File: src/rtl/audclk_pkg.sv
package audclk_pkg;

   // Bundle of registered timing outputs shared by both clock sources.
   typedef struct packed {
      logic bclk;
      logic fclk;
      logic rise;
      logic fall;
      logic frame;
   } audclk_out_t;

   localparam audclk_out_t AUDCLK_IDLE = '0;

endpackage

File: src/rtl/audclk_ratio_dec.sv
module audclk_ratio_dec #(
   parameter int unsigned CODE_W      = 3,
   parameter int unsigned BIN_LOG2    = 9,
   parameter int unsigned TRI_MANT    = 3,
   parameter int unsigned TRI_LOG2    = 7,
   parameter int unsigned NARROW_BITS = 32,
   parameter int unsigned WIDE_BITS   = 48,
   parameter int unsigned RATIO_W     = BIN_LOG2 + 2
) (
   input  logic [CODE_W-1:0]  mult_code,
   input  logic               tri_base,
   input  logic               wide_frame,
   output logic [RATIO_W-1:0] half_period,
   output logic               invalid
);

   // Elaboration-time parameter checks
   if (TRI_MANT < 1 || TRI_MANT > 3) begin : g_bad_mant
      $error("audclk_ratio_dec: TRI_MANT must be 1..3");
   end
   if ((NARROW_BITS % 2) != 0 || (WIDE_BITS % 2) != 0) begin : g_bad_bits
      $error("audclk_ratio_dec: bits per frame must be even");
   end
   if (TRI_LOG2 + 2 > RATIO_W) begin : g_bad_width
      $error("audclk_ratio_dec: RATIO_W too narrow for triple family");
   end

   logic [RATIO_W-1:0] ratio;
   logic [RATIO_W-1:0] quot [2];
   logic [RATIO_W-1:0] rem  [2];

   // Master clocks per frame from family and code
   always_comb begin
      ratio = '0;
      if (!tri_base) begin
         if (32'(mult_code) <= BIN_LOG2)
            ratio = RATIO_W'(1) << (BIN_LOG2 - 32'(mult_code));
      end else begin
         if (32'(mult_code) <= TRI_LOG2)
            ratio = RATIO_W'(TRI_MANT) << (TRI_LOG2 - 32'(mult_code));
      end
   end

   // One constant divider per frame width; power-of-two divisors use shifts
   for (genvar g = 0; g < 2; g++) begin : g_den
      localparam int unsigned DEN = (g == 0) ? 2 * NARROW_BITS : 2 * WIDE_BITS;
      if ((DEN & (DEN - 1)) == 0) begin : g_pow2
         assign quot[g] = ratio >> $clog2(DEN);
         assign rem[g]  = ratio & RATIO_W'(DEN - 1);
      end else begin : g_generic
         assign quot[g] = ratio / RATIO_W'(DEN);
         assign rem[g]  = ratio % RATIO_W'(DEN);
      end
   end

   assign half_period = quot[wide_frame];
   assign invalid     = (quot[wide_frame] == '0) || (rem[wide_frame] != '0);

endmodule

File: src/rtl/audclk_master_div.sv
module audclk_master_div
   import audclk_pkg::*;
#(
   parameter int unsigned HALF_W      = 11,
   parameter int unsigned NARROW_BITS = 32,
   parameter int unsigned WIDE_BITS   = 48
) (
   input  logic              clk,
   input  logic              rst_n,
   input  logic              en,
   input  logic [HALF_W-1:0] half_period,
   input  logic              wide_frame,
   output audclk_out_t       q
);

   localparam int unsigned BITS_W = $clog2(WIDE_BITS);

   if (NARROW_BITS > WIDE_BITS) begin : g_bad_order
      $error("audclk_master_div: NARROW_BITS must not exceed WIDE_BITS");
   end

   logic [HALF_W-1:0] hcnt;
   logic [BITS_W-1:0] bcnt;
   logic              tick;
   logic              last_bit;
   logic              mid_bit;

   assign tick     = (hcnt >= half_period - HALF_W'(1));
   assign last_bit = wide_frame ? (bcnt == BITS_W'(WIDE_BITS - 1))
                                : (bcnt == BITS_W'(NARROW_BITS - 1));
   assign mid_bit  = wide_frame ? (bcnt == BITS_W'(WIDE_BITS / 2 - 1))
                                : (bcnt == BITS_W'(NARROW_BITS / 2 - 1));

   always_ff @(posedge clk or negedge rst_n) begin
      if (!rst_n) begin
         hcnt <= '0;
         bcnt <= '0;
         q    <= AUDCLK_IDLE;
      end else if (!en) begin
         hcnt <= '0;
         bcnt <= '0;
         q    <= AUDCLK_IDLE;
      end else begin
         q.rise  <= 1'b0;
         q.fall  <= 1'b0;
         q.frame <= 1'b0;
         if (tick) begin
            hcnt   <= '0;
            q.bclk <= ~q.bclk;
            if (!q.bclk) begin
               q.rise <= 1'b1;
            end else begin
               q.fall <= 1'b1;
               if (last_bit) begin
                  bcnt    <= '0;
                  q.fclk  <= 1'b0;
                  q.frame <= 1'b1;
               end else begin
                  bcnt <= bcnt + BITS_W'(1);
                  if (mid_bit) q.fclk <= 1'b1;
               end
            end
         end else begin
            hcnt <= hcnt + HALF_W'(1);
         end
      end
   end

   AST_MDIV_STOP_IDLE: assert property (@(posedge clk) disable iff (!rst_n)
      !en |=> (q == AUDCLK_IDLE));
   AST_MDIV_FCLK_ON_FALL: assert property (@(posedge clk) disable iff (!rst_n)
      ($past(en) && $changed(q.fclk)) |-> q.fall);
   AST_MDIV_FRAME_WITH_FALL: assert property (@(posedge clk) disable iff (!rst_n)
      q.frame |-> (q.fall && !q.fclk));
   AST_MDIV_STROBE_EXCL: assert property (@(posedge clk) disable iff (!rst_n)
      $onehot0({q.rise, q.fall}));
   AST_MDIV_RISE_LEVEL: assert property (@(posedge clk) disable iff (!rst_n)
      q.rise |-> q.bclk);

endmodule

File: src/rtl/audclk_slave_sync.sv
module audclk_slave_sync
   import audclk_pkg::*;
#(
   parameter int unsigned SYNC_STAGES = 2
) (
   input  logic        clk,
   input  logic        rst_n,
   input  logic        en,
   input  logic        ext_bclk,
   input  logic        ext_fclk,
   output audclk_out_t q
);

   if (SYNC_STAGES < 2) begin : g_bad_sync
      $error("audclk_slave_sync: SYNC_STAGES must be at least 2");
   end

   logic [SYNC_STAGES-1:0] bsync;
   logic [SYNC_STAGES-1:0] fsync;

   for (genvar g = 0; g < SYNC_STAGES; g++) begin : g_stage
      logic b_in, f_in;
      if (g == 0) begin : g_first
         assign b_in = ext_bclk;
         assign f_in = ext_fclk;
      end else begin : g_next
         assign b_in = bsync[g-1];
         assign f_in = fsync[g-1];
      end
      always_ff @(posedge clk or negedge rst_n) begin
         if (!rst_n) begin
            bsync[g] <= 1'b0;
            fsync[g] <= 1'b0;
         end else if (!en) begin
            bsync[g] <= 1'b0;
            fsync[g] <= 1'b0;
         end else begin
            bsync[g] <= b_in;
            fsync[g] <= f_in;
         end
      end
   end

   logic b_s, f_s;
   assign b_s = bsync[SYNC_STAGES-1];
   assign f_s = fsync[SYNC_STAGES-1];

   always_ff @(posedge clk or negedge rst_n) begin
      if (!rst_n) begin
         q <= AUDCLK_IDLE;
      end else if (!en) begin
         q <= AUDCLK_IDLE;
      end else begin
         q.bclk  <= b_s;
         q.fclk  <= f_s;
         q.rise  <= b_s & ~q.bclk;
         q.fall  <= ~b_s & q.bclk;
         q.frame <= ~f_s & q.fclk;
      end
   end

   AST_SSYNC_IDLE: assert property (@(posedge clk) disable iff (!rst_n)
      !en |=> (q == AUDCLK_IDLE));
   AST_SSYNC_FRAME_EDGE: assert property (@(posedge clk) disable iff (!rst_n)
      q.frame |-> (!q.fclk && $past(q.fclk)));

endmodule

File: src/rtl/audclk_gen.sv
module audclk_gen
   import audclk_pkg::*;
#(
   parameter int unsigned CODE_W      = 3,
   parameter int unsigned BIN_LOG2    = 9,
   parameter int unsigned TRI_MANT    = 3,
   parameter int unsigned TRI_LOG2    = 7,
   parameter int unsigned NARROW_BITS = 32,
   parameter int unsigned WIDE_BITS   = 48,
   parameter int unsigned SYNC_STAGES = 2
) (
   input  logic              mclk,
   input  logic              rst_n,
   input  logic              run,
   input  logic              halt,
   input  logic              slave,
   input  logic [CODE_W-1:0] mult_code,
   input  logic              tri_base,
   input  logic              wide_frame,
   input  logic              ext_bclk,
   input  logic              ext_fclk,
   output logic              bclk,
   output logic              fclk,
   output logic              bclk_rise,
   output logic              bclk_fall,
   output logic              frame_start,
   output logic              cfg_err
);

   localparam int unsigned RATIO_W = BIN_LOG2 + 2;

   logic [RATIO_W-1:0] half_period;
   logic               invalid;
   logic               m_en;
   logic               s_en;
   audclk_out_t        m_q;
   audclk_out_t        s_q;
   audclk_out_t        merged;

   audclk_ratio_dec #(
      .CODE_W(CODE_W), .BIN_LOG2(BIN_LOG2), .TRI_MANT(TRI_MANT),
      .TRI_LOG2(TRI_LOG2), .NARROW_BITS(NARROW_BITS), .WIDE_BITS(WIDE_BITS),
      .RATIO_W(RATIO_W)
   ) u_dec (
      .mult_code  (mult_code),
      .tri_base   (tri_base),
      .wide_frame (wide_frame),
      .half_period(half_period),
      .invalid    (invalid)
   );

   assign m_en    = run & ~halt & ~slave & ~invalid;
   assign s_en    = run & ~halt & slave;
   assign cfg_err = invalid & ~slave;

   audclk_master_div #(
      .HALF_W(RATIO_W), .NARROW_BITS(NARROW_BITS), .WIDE_BITS(WIDE_BITS)
   ) u_mdiv (
      .clk        (mclk),
      .rst_n      (rst_n),
      .en         (m_en),
      .half_period(half_period),
      .wide_frame (wide_frame),
      .q          (m_q)
   );

   audclk_slave_sync #(
      .SYNC_STAGES(SYNC_STAGES)
   ) u_ssync (
      .clk     (mclk),
      .rst_n   (rst_n),
      .en      (s_en),
      .ext_bclk(ext_bclk),
      .ext_fclk(ext_fclk),
      .q       (s_q)
   );

   // The idle source holds all-zero registers, so merging is glitch-free
   assign merged      = audclk_out_t'(m_q | s_q);
   assign bclk        = merged.bclk;
   assign fclk        = merged.fclk;
   assign bclk_rise   = merged.rise;
   assign bclk_fall   = merged.fall;
   assign frame_start = merged.frame;

   AST_ERR_HOLD_LOW: assert property (@(posedge mclk) disable iff (!rst_n)
      cfg_err |=> (!bclk && !fclk));
   AST_SOURCE_EXCL: assert property (@(posedge mclk) disable iff (!rst_n)
      !(m_q.bclk && s_q.bclk));
   AST_STOP_ALL: assert property (@(posedge mclk) disable iff (!rst_n)
      (!run || halt) |=> !(bclk || fclk || bclk_rise || bclk_fall || frame_start));

endmodule

File: config.mk
export PLATFORM = sky130hd
export DESIGN_NAME = audclk_gen
export DESIGN_NICKNAME = d
export VERILOG_FILES = /design/src/rtl/audclk_pkg.sv /design/src/rtl/audclk_ratio_dec.sv /design/src/rtl/audclk_master_div.sv /design/src/rtl/audclk_slave_sync.sv /design/src/rtl/audclk_gen.sv
export SDC_FILE = /design/constraint.sdc
export NUM_CORES = 1
export LEC_CHECK = 0
export CAP_MARGIN = 5
export CORE_ASPECT_RATIO = 1.25
export CORE_MARGIN = 2
export CORE_UTILIZATION = 60
export CTS_CLUSTER_SIZE = 25
export DETAILED_ROUTE_END_ITERATION = 8
export DONT_BUFFER_PORTS = 1
export GPL_TIMING_DRIVEN = 0
export PLACE_DENSITY = 0.86
export SKIP_CTS_REPAIR_TIMING = 1
export SLEW_MARGIN = 20
export SYNTH_ARGS = -nofsm -noshare
export SYNTH_HDL_FRONTEND = slang
export SYNTH_SLANG_ARGS = --single-unit
File: constraint.sdc
create_clock -name mclk -period 5.9 [get_ports mclk]
set_input_delay 0.59 -clock mclk [delete_from_list [all_inputs] [get_ports mclk]]
set_output_delay 0.59 -clock mclk [all_outputs]
set_load 0.01 [all_outputs]
==> impl_metrics.ini, run 1 <==
[placed_design]
dpl_worst_slack_ps = 324
dp_hpwl_mm = 4.00
dpl_cell_area_um2 = 2560
place_congestion = 0.909
portBuffers = 0
dp_cells = 317

[setup_path]
slowest_delay_ps = 420
timing.rr.start = u_mdiv.hcnt[4]
cp_slowest_cell = a2111oi_2
crit_chain = inv_1 > ha_1 > or3b_1 > buf_2 > o32ai_4 > nor4_4 > a2111oi_2 > or2_2 > ha_1 > nand2_1 > nor2_1 > ha_1 > ha_1 > a21o_1 > a211o_1 > a41oi_1 > o21a_1 > clkbuf_1 > nor2_1 > clkbuf_1 > nor4_2
cp.required_ps = 6090
path_buf_inv = 4
cp_max_fo = 10
critPathKind = input pin to flip-flop
crit_top_cell = ha_1
start_kind = input pin
cpLargestDelayFamily = compound AO/OA/AOI/OAI gates
cp-end-kind = flip-flop
cp.arrival_ps = 5560
timing.critical_path.from = mult_code[1]

[global_route]
grt_pass1_vias = 1996
grt_max_degree = 32
track_usage_pct = 25.0
grt.overflow.total = 0
grt_pass1_wl_mm = 8.98
antenna_found_initial = 0

[timing]
worst_slack_ps = 528
tightest_slew_ps = 777
relSlewSlack_pct = 47.5
final.setup_skew_ps = 12.0
max_freq_ghz = 0.186
maxSlewViolCount = 0
rsz0062_at_grt = no
final-hold-violation-count = 0
finalSetupViolCount = 0
finalCritPeriodShare_pct = 91.1
final.setup.tns_ps = 0
holdWs_ps = 103
min_period_ps = 5370

[finish]
area_growth_pct = 8.14
fin_cells = 326
final_core_util_pct = 66.7
diodes = 0
final_common_cell = dfrtp_1
design_area_um2 = 2690
nets = 304
layout-drive-gt1-share_pct = 17.4
mostFrequentLayoutCells = dfrtp_1 (31), ha_1 (23), nand2_1 (16)

[power]
p_total_mw = 0.521
pwr-share-seq_pct = 41.0
power.density_nw_per_um2 = 194
power.share.clock_pct = 40.3
combPwrFrac_pct = 18.8
internal_power_mw = 0.376
swShare_pct = 27.9
p_switching_mw = 0.145
p_leak_nw = 1.15
vdd_drop_max_v = 0.000237

[synth]
synth_edf_count = 0
syn_avg_cell_area_um2 = 9.54
ys_seq_elements = 31
syn_area_um2 = 2490
synthSimpleGateAreaFrac_pct = 27.6
synth_cells = 261
synth_fa_ha_area_share_pct = 11.6
synth_compound_area_share_pct = 20.4
seq_area_frac_synth_pct = 31.2
synth_top_family_by_area = simple AND/OR/NAND/NOR gates
synth_cell_type_count = 60
async_reset_ff_share_pct = 100
synth_fp_nets = 296
synth-xor-area-share_pct = 3.87
yosys_most_used_dff = dfrtp_1
ys_warn_count = 0
synth.area.mux_share_pct = 0

[routing]
drt_iter0_markers = 124
vias = 2041
vias_per_cell = 6.26
drt-total-wl_mm = 5.31
drtAntennaViolNets = 0
drc = 0
routedWlPerCell_um = 16.3
firstDrtPassIters = 5

[job]
drv_cap = 0

[clock_network]
cts-root-buf = clkbuf_8
cts_num_sinks = 31
clk_latency_ps = 300
numCtsBuffers = 5
htreeDepth = 2
cts_tree = done
clkTransAtPathRegs_ps = 70
clockBufferDepth = 2

[die]
die_h_um = 76.0
ioPinCount = 18
coreArea_um2 = 4030
fp-row-count = 26
die-area_um2 = 4680
dieWidth_um = 61.6
initial_utilization_pct = 61.7

[outcome]
status = complete, no violations

[hold_path]
hold_class = input pin to async pin
[logic make-up after synthesis]
group           count (synthesis)
compound gates                 65
xor+xnor                       11
fa+ha+maj                      23
buf+inv                        26
flops                          31
simple gates                  105
[final cells by class]
cell class	instances	area, um2
Timing Repair Buffer	1	20.0
Fill cell	351	1340
Clock buffer	5	68.8
Tap cell	56	70.1
Sequential cell	31	776
Clock inverter	3	43.8
Buffer	12	81.3
Inverter	14	52.6
Multi-Input combinational cell	204	1580
[power groups by stage]
| stage | logic [mW] | clock network, mW | registers (mW) |
|---|---|---|---|
| floorplan | 0.0729 | 0 | 0.217 |
| global placement | 0.0873 | 0 | 0.218 |
| detailed placement | 0.0913 | 0 | 0.218 |
| CTS | 0.0918 | 0.211 | 0.214 |
| global route | 0.110 | 0.222 | 0.213 |
| finish | 0.0979 | 0.210 | 0.214 |
[Yosys cell counts, types with 3 or more instances]
library cell | n | area (um2)
clkbuf_1 | 4 | 15.0
o21a_1 | 3 | 22.5
nor3_1 | 3 | 15.0
buf_6 | 3 | 33.8
nand3_1 | 13 | 65.1
dfrtp_1 | 31 | 776
a21o_1 | 5 | 37.5
and2_1 | 8 | 50.1
a221oi_2 | 3 | 45.0
inv_1 | 13 | 48.8
and3b_1 | 4 | 35.0
nand2_1 | 16 | 60.1
a21oi_1 | 10 | 50.1
or2_2 | 8 | 50.1
xor2_1 | 8 | 70.1
a211oi_1 | 9 | 67.6
buf_4 | 3 | 22.5
o21ai_0 | 9 | 45.0
nor2b_1 | 4 | 25.0
nor2_1 | 15 | 56.3
nor4_2 | 10 | 125
xnor2_1 | 3 | 26.3
ha_1 | 23 | 288
o21bai_1 | 4 | 30.0
o31ai_1 | 4 | 30.0
or4_1 | 3 | 22.5
[final timing paths]
path	end	slack, ps	depth (start not counted)
max in group asynchronous	u_mdiv.hcnt[7]	5610	1
min reg2reg	u_ssync.q[2]	450	1
max reg2reg	u_mdiv.hcnt[7]	3080	9
max	u_mdiv.hcnt[7]	530	21
min	u_mdiv.bcnt[3]	100	1
min in group mclk	u_ssync.g_stage[1].f_in	430	1
[sequential cells by signal, summed over array words and instances, names as in the netlist]
signal	cells
u_mdiv.bcnt	6
u_ssync.b_s	1
u_ssync.g_stage.f_in	1
u_ssync.q	5
u_mdiv.q	5
u_ssync.g_stage.b_in	1
u_ssync.f_s	1
u_mdiv.hcnt	11
[layer usage]
layer / vias to the layer above / share of wire [%] / wire, um / track usage, %
met1: 1003 / 42 / 2210 / 31.0
met2: 42 / 52 / 2760 / 41.2
met3: 10 / 4.4 / 232 / 5.09
li1: 986 / - / - / -
met5: - / 0 / 0 / 0
met4: 0 / 2.0 / 108 / 9.57
Power figures use the tool's default switching activity.
==> run 2: changes to the inputs <==
--- a/config.mk
+++ b/config.mk
@@ -14,6 +14,7 @@
 export DONT_BUFFER_PORTS = 1
 export GPL_TIMING_DRIVEN = 0
 export PLACE_DENSITY = 0.86
+export RECOVER_POWER = 25
 export SKIP_CTS_REPAIR_TIMING = 1
 export SLEW_MARGIN = 20
 export SYNTH_ARGS = -nofsm -noshare
==> impl_metrics.ini, run 2 (synthesis gave the netlist of run 1 again) <==
[setup_path]
start_kind = input pin
cp.arrival_ps = 5560
cp_slowest_cell = a2111oi_2
crit_chain = inv_1 > ha_1 > or3b_1 > buf_2 > o32ai_4 > nor4_4 > a2111oi_2 > or2_2 > ha_1 > nand2_1 > nor2_1 > ha_1 > ha_1 > a21o_1 > a211o_1 > a41oi_1 > o21a_1 > clkbuf_1 > nor2_1 > clkbuf_1 > nor4_2
cpLargestDelayFamily = compound AO/OA/AOI/OAI gates
path_buf_inv = 4
cp.required_ps = 6090
cp_max_fo = 10
critPathKind = input pin to flip-flop
cp-end-kind = flip-flop
crit_top_cell = ha_1
slowest_delay_ps = 420

[clock_network]
cts_num_sinks = 31
cts-root-buf = clkbuf_8
clockBufferDepth = 2
cts_tree = done
htreeDepth = 2
clkTransAtPathRegs_ps = 60
numCtsBuffers = 5
clk_latency_ps = 300

[routing]
firstDrtPassIters = 4
drt_iter0_markers = 123
vias = 2039
drtAntennaViolNets = 0
drc = 0
drt-total-wl_mm = 5.33
routedWlPerCell_um = 16.3
vias_per_cell = 6.25

[finish]
final_core_util_pct = 66.3
reg.largest.list = u_mdiv.hcnt (11), u_mdiv.bcnt (6)
largest-register = u_mdiv.hcnt
largest_register_ffs = 11
final_common_cell = dfrtp_1
diodes = 0
area_growth_pct = 7.49
layout-drive-gt1-share_pct = 17.0
nets = 304
mostFrequentLayoutCells = dfrtp_1 (31), ha_1 (23), nand2_1 (16)

[global_route]
grt_use_met3_pct = 5.09
busiest_layer = met2
grt_max_degree = 32
track_usage_pct = 25.0
grt_pass1_vias = 1996
grt.overflow.total = 0
grt_pass1_wl_mm = 8.98
grtUsageMet2_pct = 41.2
antenna_found_initial = 0
grtUsageMet1_pct = 31.0

[outcome]
status = finished with violations
violations = max-capacitance violations, max-slew violations

[timing]
finalCritPeriodShare_pct = 91.0
rsz0062_at_grt = no
finalSetupViolCount = 0
max_freq_ghz = 0.186
min_period_ps = 5370
final.setup_skew_ps = 11.3
final.setup.tns_ps = 0
tightest_slew_ps = 1610
maxSlewViolCount = 32
worst_slack_ps = 531
final-hold-violation-count = 0
relSlewSlack_pct = -7.66

[die]
fp-row-count = 26
die-area_um2 = 4680
ioPinCount = 18
coreArea_um2 = 4030
dieWidth_um = 61.6
initial_utilization_pct = 61.7
die_h_um = 76.0

[power]
vdd_drop_max_v = 0.000237
p_leak_nw = 1.14
p_total_mw = 0.520
power.density_nw_per_um2 = 194

[placed_design]
place_congestion = 0.909
dp_hpwl_mm = 4.00
dpl_worst_slack_ps = 324
portBuffers = 0

[hold_path]
hold_class = input pin to flip-flop

[job]
drv_cap = 1
## run 2: stage by stage
stage / area [um2] / hold slack, ps / std cells
after detailed placement: 2560 / 295 / 317
final: 2680 / 429 / 326
after global routing: 2680 / 411 / 326
after floorplan: 2490 / 294 / 261
after CTS: 2670 / -22.0 / 325
after global placement: 2560 / 295 / 317
## run 2: routing by layer
metal	up-vias	share of wire, %
met5	-	0
met3	10	4.1
li1	987	-
met1	999	42
met4	0	2.0
met2	43	52
## run 2: layout make-up
cell class	instances	area, um2
inverters	14	52.6
clock buffers	5	68.8
fillers	354	1360
flip-flops and latches	31	776
multi-input cells	204	1580
well taps	56	70.1
plain buffers	12	81.3
repair buffers	1	3.75
clock inverters	3	43.8
## run 2: worst paths after layout
kind	from	to	slack, ps	cells after the start
min in group asynchronous	rst_n	u_mdiv.bcnt[3]	690	1
min	ext_fclk	u_ssync.g_stage[1].f_in	430	1
max reg2reg	u_mdiv.hcnt[4]	u_mdiv.hcnt[7]	3090	9
max in group asynchronous	rst_n	u_mdiv.hcnt[7]	4260	1
max	mult_code[1]	u_mdiv.hcnt[7]	530	21
min reg2reg	u_ssync.q[4]	u_ssync.q[2]	450	1
## run 2: power breakdown
| part | total, mW | switching (mW) | internal, mW |
|---|---|---|---|
| combinational | 0.0968 | 0.0606 | 0.0362 |
| clock | 0.210 | 0.0841 | 0.126 |
| sequential | 0.214 | 0.000493 | 0.213 |
| total | 0.520 | 0.145 | 0.375 |
